File: config.mk
export PLATFORM = sky130hd
export DESIGN_NAME = uirq_ctrl
export DESIGN_NICKNAME = d
export VERILOG_FILES = /design/src/rtl/uirq_pkg.sv /design/src/rtl/uirq_cross.sv /design/src/rtl/uirq_modem_sync.sv /design/src/rtl/uirq_stat_bits.sv /design/src/rtl/uirq_ctrl.sv
export SDC_FILE = /design/constraint.sdc
export NUM_CORES = 1
export LEC_CHECK = 0
export ABC_AREA = 1
export BUFFER_PORTS_ARGS = -buffer_cell sky130_fd_sc_hd__buf_2
export CAP_MARGIN = 20
export CORE_AREA = 2 2 48 50
export DETAILED_ROUTE_END_ITERATION = 10
export DIE_AREA = 0 0 50 52
export PLACE_DENSITY_LB_ADDON = 0.15
export SLEW_MARGIN = 20
export SYNTH_ARGS = -nofsm -noshare
export SYNTH_HDL_FRONTEND = slang
export SYNTH_SLANG_ARGS = --single-unit
File: constraint.sdc
create_clock -name clk -period 1.4 [get_ports clk]
set_clock_uncertainty 0.15 [all_clocks]
set_input_delay 0.21 -clock clk [delete_from_list [all_inputs] [get_ports clk]]
set_output_delay 0.21 -clock clk [all_outputs]
set_load 0.01 [all_outputs]
File: src/rtl/uirq_pkg.sv
package uirq_pkg;

    localparam int STAT_W  = 7;
    localparam int BIT_RT  = 6;
    localparam int BIT_TX  = 5;
    localparam int BIT_RX  = 4;
    localparam int BIT_DSR = 3;
    localparam int BIT_DCD = 2;
    localparam int MODEM_N = 2;

    typedef enum logic [1:0] {
        ADDR_RAW  = 2'd0,
        ADDR_MSK  = 2'd1,
        ADDR_CLR  = 2'd2,
        ADDR_NONE = 2'd3
    } reg_addr_e;

    typedef enum logic [2:0] {
        TRIG_1_8 = 3'd0,
        TRIG_1_4 = 3'd1,
        TRIG_1_2 = 3'd2,
        TRIG_3_4 = 3'd3,
        TRIG_7_8 = 3'd4
    } trig_e;

    // Number of FIFO entries that a trigger code stands for.
    function automatic int unsigned trig_entries(input logic [2:0] code,
                                                 input int unsigned depth);
        int unsigned n;
        case (code)
            TRIG_1_8: n = depth / 8;
            TRIG_1_4: n = depth / 4;
            TRIG_1_2: n = depth / 2;
            TRIG_3_4: n = (depth * 3) / 4;
            TRIG_7_8: n = (depth * 7) / 8;
            default:  n = depth / 2;
        endcase
        return n;
    endfunction

endpackage

File: src/rtl/uirq_cross.sv
// Detects a fill level crossing a threshold by comparing this cycle's
// "at or above" flag with the flag registered in the previous cycle.
module uirq_cross #(
    parameter int LVL_W = 5
) (
    input  logic             clk,
    input  logic             rst_n,
    input  logic [LVL_W-1:0] level,
    input  logic [LVL_W-1:0] thresh,
    output logic             went_up,
    output logic             went_down
);

    logic at_or_above;
    logic above_q;

    assign at_or_above = (level >= thresh);

    always_ff @(posedge clk or negedge rst_n) begin
        if (!rst_n) begin
            above_q <= 1'b0;
        end else begin
            above_q <= at_or_above;
        end
    end

    assign went_up   = at_or_above && !above_q;
    assign went_down = !at_or_above && above_q;

endmodule

File: src/rtl/uirq_modem_sync.sv
// Per-input synchronizer chain followed by a change detector.
module uirq_modem_sync #(
    parameter int N      = 2,
    parameter int STAGES = 2
) (
    input  logic         clk,
    input  logic         rst_n,
    input  logic [N-1:0] pin,
    output logic [N-1:0] changed
);

    localparam int CHAIN = STAGES + 1;

    for (genvar i = 0; i < N; i++) begin : g_pin
        logic [CHAIN-1:0] chain_q;

        always_ff @(posedge clk or negedge rst_n) begin
            if (!rst_n) begin
                chain_q <= '0;
            end else begin
                chain_q <= {chain_q[CHAIN-2:0], pin[i]};
            end
        end

        assign changed[i] = chain_q[CHAIN-2] ^ chain_q[CHAIN-1];
    end

endmodule

File: src/rtl/uirq_stat_bits.sv
// Sticky status flops: set has priority over clear.
module uirq_stat_bits #(
    parameter int W = 7
) (
    input  logic         clk,
    input  logic         rst_n,
    input  logic [W-1:0] set_vec,
    input  logic [W-1:0] clr_vec,
    output logic [W-1:0] stat_q
);

    for (genvar b = 0; b < W; b++) begin : g_bit
        always_ff @(posedge clk or negedge rst_n) begin
            if (!rst_n) begin
                stat_q[b] <= 1'b0;
            end else if (set_vec[b]) begin
                stat_q[b] <= 1'b1;
            end else if (clr_vec[b]) begin
                stat_q[b] <= 1'b0;
            end
        end
    end

endmodule

File: src/rtl/uirq_ctrl.sv
module uirq_ctrl
    import uirq_pkg::*;
#(
    parameter  int FIFO_DEPTH  = 16,
    parameter  int SYNC_STAGES = 2,
    localparam int LVL_W       = $clog2(FIFO_DEPTH) + 1
) (
    input  logic              clk,
    input  logic              rst_n,
    input  logic              fifo_en,
    input  logic              eot_mode,
    input  logic [2:0]        tx_trig,
    input  logic [2:0]        rx_trig,
    input  logic [LVL_W-1:0]  tx_level,
    input  logic [LVL_W-1:0]  rx_level,
    input  logic              tx_wr,
    input  logic              rx_rd,
    input  logic              tx_done,
    input  logic              rt_evt,
    input  logic              dsr_in,
    input  logic              dcd_in,
    input  logic [STAT_W-1:0] mask,
    input  logic [1:0]        bus_addr,
    input  logic              bus_wr,
    input  logic [STAT_W-1:0] bus_wdata,
    output logic [STAT_W-1:0] bus_rdata,
    output logic              irq
);

    // Trigger thresholds. The transmit side compares against trigger+1, so
    // "at or above" means "above the trigger". With the FIFO off, both
    // sides use a single entry.
    logic [LVL_W-1:0] tx_trig_n;
    logic [LVL_W-1:0] rx_trig_n;
    logic [LVL_W-1:0] tx_thr;
    logic [LVL_W-1:0] rx_thr;

    assign tx_trig_n = LVL_W'(trig_entries(tx_trig, FIFO_DEPTH));
    assign rx_trig_n = LVL_W'(trig_entries(rx_trig, FIFO_DEPTH));
    assign tx_thr    = fifo_en ? (tx_trig_n + LVL_W'(1)) : LVL_W'(1);
    assign rx_thr    = fifo_en ? rx_trig_n : LVL_W'(1);

    logic tx_up;
    logic tx_down;
    logic rx_up;
    logic rx_down;

    uirq_cross #(.LVL_W(LVL_W)) u_tx_cross (
        .clk       (clk),
        .rst_n     (rst_n),
        .level     (tx_level),
        .thresh    (tx_thr),
        .went_up   (tx_up),
        .went_down (tx_down)
    );

    uirq_cross #(.LVL_W(LVL_W)) u_rx_cross (
        .clk       (clk),
        .rst_n     (rst_n),
        .level     (rx_level),
        .thresh    (rx_thr),
        .went_up   (rx_up),
        .went_down (rx_down)
    );

    logic [MODEM_N-1:0] modem_chg;

    uirq_modem_sync #(.N(MODEM_N), .STAGES(SYNC_STAGES)) u_modem (
        .clk     (clk),
        .rst_n   (rst_n),
        .pin     ({dcd_in, dsr_in}),
        .changed (modem_chg)
    );

    // Set and clear vectors.
    logic [STAT_W-1:0] set_vec;
    logic [STAT_W-1:0] auto_clr;
    logic [STAT_W-1:0] wr_clr;
    logic [STAT_W-1:0] clr_vec;
    logic [STAT_W-1:0] stat_q;

    always_comb begin
        set_vec          = '0;
        set_vec[BIT_RT]  = rt_evt;
        set_vec[BIT_TX]  = eot_mode ? tx_done : tx_down;
        set_vec[BIT_RX]  = rx_up;
        set_vec[BIT_DSR] = modem_chg[0];
        set_vec[BIT_DCD] = modem_chg[1];
    end

    always_comb begin
        auto_clr         = '0;
        auto_clr[BIT_TX] = fifo_en ? tx_up : tx_wr;
        auto_clr[BIT_RX] = fifo_en ? rx_down : rx_rd;
    end

    assign wr_clr  = (bus_wr && (bus_addr == ADDR_CLR)) ? bus_wdata : '0;
    assign clr_vec = wr_clr | auto_clr;

    uirq_stat_bits #(.W(STAT_W)) u_bits (
        .clk     (clk),
        .rst_n   (rst_n),
        .set_vec (set_vec),
        .clr_vec (clr_vec),
        .stat_q  (stat_q)
    );

    // Views. The timeout bit is hidden in the raw view unless unmasked.
    logic [STAT_W-1:0] raw_view;
    logic [STAT_W-1:0] msk_view;

    always_comb begin
        raw_view         = stat_q;
        raw_view[BIT_RT] = stat_q[BIT_RT] & mask[BIT_RT];
    end

    assign msk_view = raw_view & mask;
    assign irq      = |msk_view;

    always_comb begin
        unique case (bus_addr)
            ADDR_RAW: bus_rdata = raw_view;
            ADDR_MSK: bus_rdata = msk_view;
            default:  bus_rdata = '0;
        endcase
    end

endmodule

==> metrics.txt <==
met3 usage about 2.0%; largest net degree at the start of global routing 14; xor and xnor area share after synthesis between 2 and 2.5%; Die ar. between 2000 and 3000 µm²; crit-path max FO 3; Avg Inst Size Synth between 7 and 8 µm²; final core utilization between 50% and 60%; synthesized area just over 800 µm²; number of I/O port buffers between 40 and 50; placed insts between 150 and 200; Tmin final between 1.5 and 2 ns; initial antenna violation count 0; Worst-path clk slew roughly 0.070 ns; M1 GR Usage approximately 16%; mux share of post-synthesis cell area 0%; worst min-delay path startpoint rx_level[4]; routability cong. approximately 0.74; total number of vias around 830; ys flop type dfrtp_1; TritonCTS clock tree yes; wire length of the first global-routing pass 2840 µm; LEAKAGE roughly 0.65 nW; # diodes 0; Root Driver clkbuf_4; RSZ-0062 raised after global routing true; Fin. Hold Viols 0; Synth Instances 105; Site Rows 17; met2 usage between 20% and 30%; status complete, but fails checks; critical path class reg2out; period utilization 111%; Yosys Warn Count 0; vias in the first global route about 760; IO Pins 51; Reg-to-Reg Start u_bits.stat_q[4]; total grt overflow 0; violated checks negative setup slack; dominant cells by area after synthesis dfrtp_1 40%, nand2_1 12%, ha_1 11%, nor2_1 6.0%, inv_1 5.5%; # DRC 0; Worst setup EP type primary output; Post-synth EDFFs 0; largest family of logic cells by synthesized area simple AND/OR/NAND/NOR gates; share of cells above drive strength 1 between 30 and 40%; Post-synth top cells 27 x nand2_1, 13 x dfrtp_1, 13 x nor2_1, 12 x inv_1, 8 x o21ai_0; critical-path cell list a22o_1, a21oi_2, nand3_1, buf_2; crit start category register; slowest CP cell dfrtp_1; layer with the highest usage met2; number of max-cap violations 0; Synth top area share around 40%; Num CTS Buffers 3; library cells used by synthesis 22; clock tree buffer depth 2; Initial DRT Pass Iterations 4; part of the Yosys area used for sequential elements about two fifths; Nets between 200 and 250; Final WS setup -0.151 ns; adder-cell area share of the yosys netlist 10.7%; FF+latch count, synth 13; worst min path class in2reg; Max Clk Rate about 640 MHz; Post-Synth Simple-Gate Area 26.4%; Sink Count 13; non-filler cells, final ~190; WL/cell 9.32 µm; Initial Util about 40%; Final Slew Violations 0; post-synthesis async set-or-reset flop share 100%; Horiz. Die Dim approximately 50 µm; cell count of the worst hold path 3; Final TNS setup -0.151 ns; Max H-tree Level 1; worst stage delay on the critical path 0.39 ns; Power Dens Cells 764 nW/µm²; Total GRT Usage 13.8%; post-CTS setup buffer count 0; core area between 2000 and 2500 µm²; DRT iter0 DRCs 6; Synth Area in Compound Gates approximately 12%; Worst IR Drop VDD approximately 310 µV; Die Ht 52 µm; CP arrival approximately 1.2 ns; Place WS -0.228 ns; largest area contributor in the netlist dfrtp_1; most common cell in the netlist nand2_1; Critical Path RT 1.04 ns; drt total wl 1760 µm; final setup fails 1; drt via density between 4 and 5; Reg2Reg Setup Slack ~0.36 ns; Final ANT Viol Nets 0; area grow syn2layout 46.3%; cell family with most CP delay flip-flops; Crit path buffers/inverters 1; total power just over 0.9 mW; Min-Delay Endpoint u_rx_cross.above_q; r2r worst-path depth 5; RR Endpoint u_bits.stat_q[4]; Worst-Skew Late Latency roughly 0.26 ns; HPWL Detailed between 1000 and 1500 µm
## power breakdown
group / switching, mW / total, mW / internal, mW
registers: 0.0224 / 0.428 / 0.406
logic: 0.132 / 0.272 / 0.139
clock network: 0.106 / 0.216 / 0.110
## logic make-up (layout without fill, tap and decap cells)
kind of cell / after synthesis / count (layout)
xor gates and xnor gates: 2 / 2
buffers and inverters: 16 / 71
DFF: 13 / 13
and+or+nand+nor: 49 / 49
AOI/OAI and AO/OA: 17 / 17
other: 1 / 2
adders and majority gates: 7 / 7
## cells in the final DEF, fill, tap and decap left out, types with 4 or more instances in the layout
master         count
buf_4              5
dlygate4sd3_1      4
nor2_1            12
ha_1               7
dfrtp_1           13
inv_1             12
o21ai_1            4
nand2_1           27
o21ai_0            6
buf_2             42
## state kept, by name (all words and copies together), names as in the netlist
name and cells:
u_rx_cross.above_q 1, u_modem.g_pin.chain_q 6, u_tx_cross.above_q 1, u_bits.stat_q 5
## area by class of cell
| cell class | instances | area (µm²) |
|---|---|---|
| Multi-Input combinational cell | 77 | 448 |
| Timing Repair Buffer | 53 | 310 |
| Tap cell | 28 | 35.0 |
| Clock buffer | 4 | 26.3 |
| Fill cell | 207 | 907 |
| Inverter | 14 | 53.8 |
| Sequential cell | 13 | 325 |
## metrics by stage
| step | hold WS, ns | cell area (µm²) |
|---|---|---|
| finish | 0.0364 | 1200 |
| global route | 0.0285 | 1200 |
| CTS | 0.0286 | 1170 |
| detailed placement | -0.0424 | 1100 |
| global placement | -0.0416 | 1100 |
| floorplan | -0.236 | 827 |
## worst reg2reg max path, cell delays in order, from the launching register on
cell and delay [ns]:
dfrtp_1 0.41, a21boi_2 0.17, nand2_1 0.06, nand2_1 0.04, nand2_1 0.06, nand2_1 0.04
## routing by layer
layer	wire length, µm	part of all wire [%]	up-vias
li1	-	-	450
met1	759	43	349
met2	877	50	32
met3	108	6.1	2
met4	17	0.97	0
met5	0	0	-
## how the worst max path moves through the flow
stage          slack [ns]  cells after the start              from                to
3_3_place_gp        -0.19                     13        tx_trig[1]  u_bits.stat_q[5]
6_report            -0.15                      4  u_bits.stat_q[2]               irq
2_1_floorplan       -0.01                     12        tx_trig[1]  u_bits.stat_q[5]
3_5_place_dp        -0.23                     13        tx_trig[1]  u_bits.stat_q[5]
5_1_grt             -0.26                      4  u_bits.stat_q[2]               irq
4_1_cts             -0.17                      4  u_bits.stat_q[2]               irq
## what timing repair did
| item | in CTS | in global routing |
|---|---|---|
| gates resized for setup | 0 | 7 |
| pin swaps | 1 | 2 |
| hold endpoints to repair | 16 | 0 |
| setup endpoints to repair | 1 | 3 |
| hold buffers | 4 | 0 |
No activity file was read; power rests on OpenSTA's default activity.
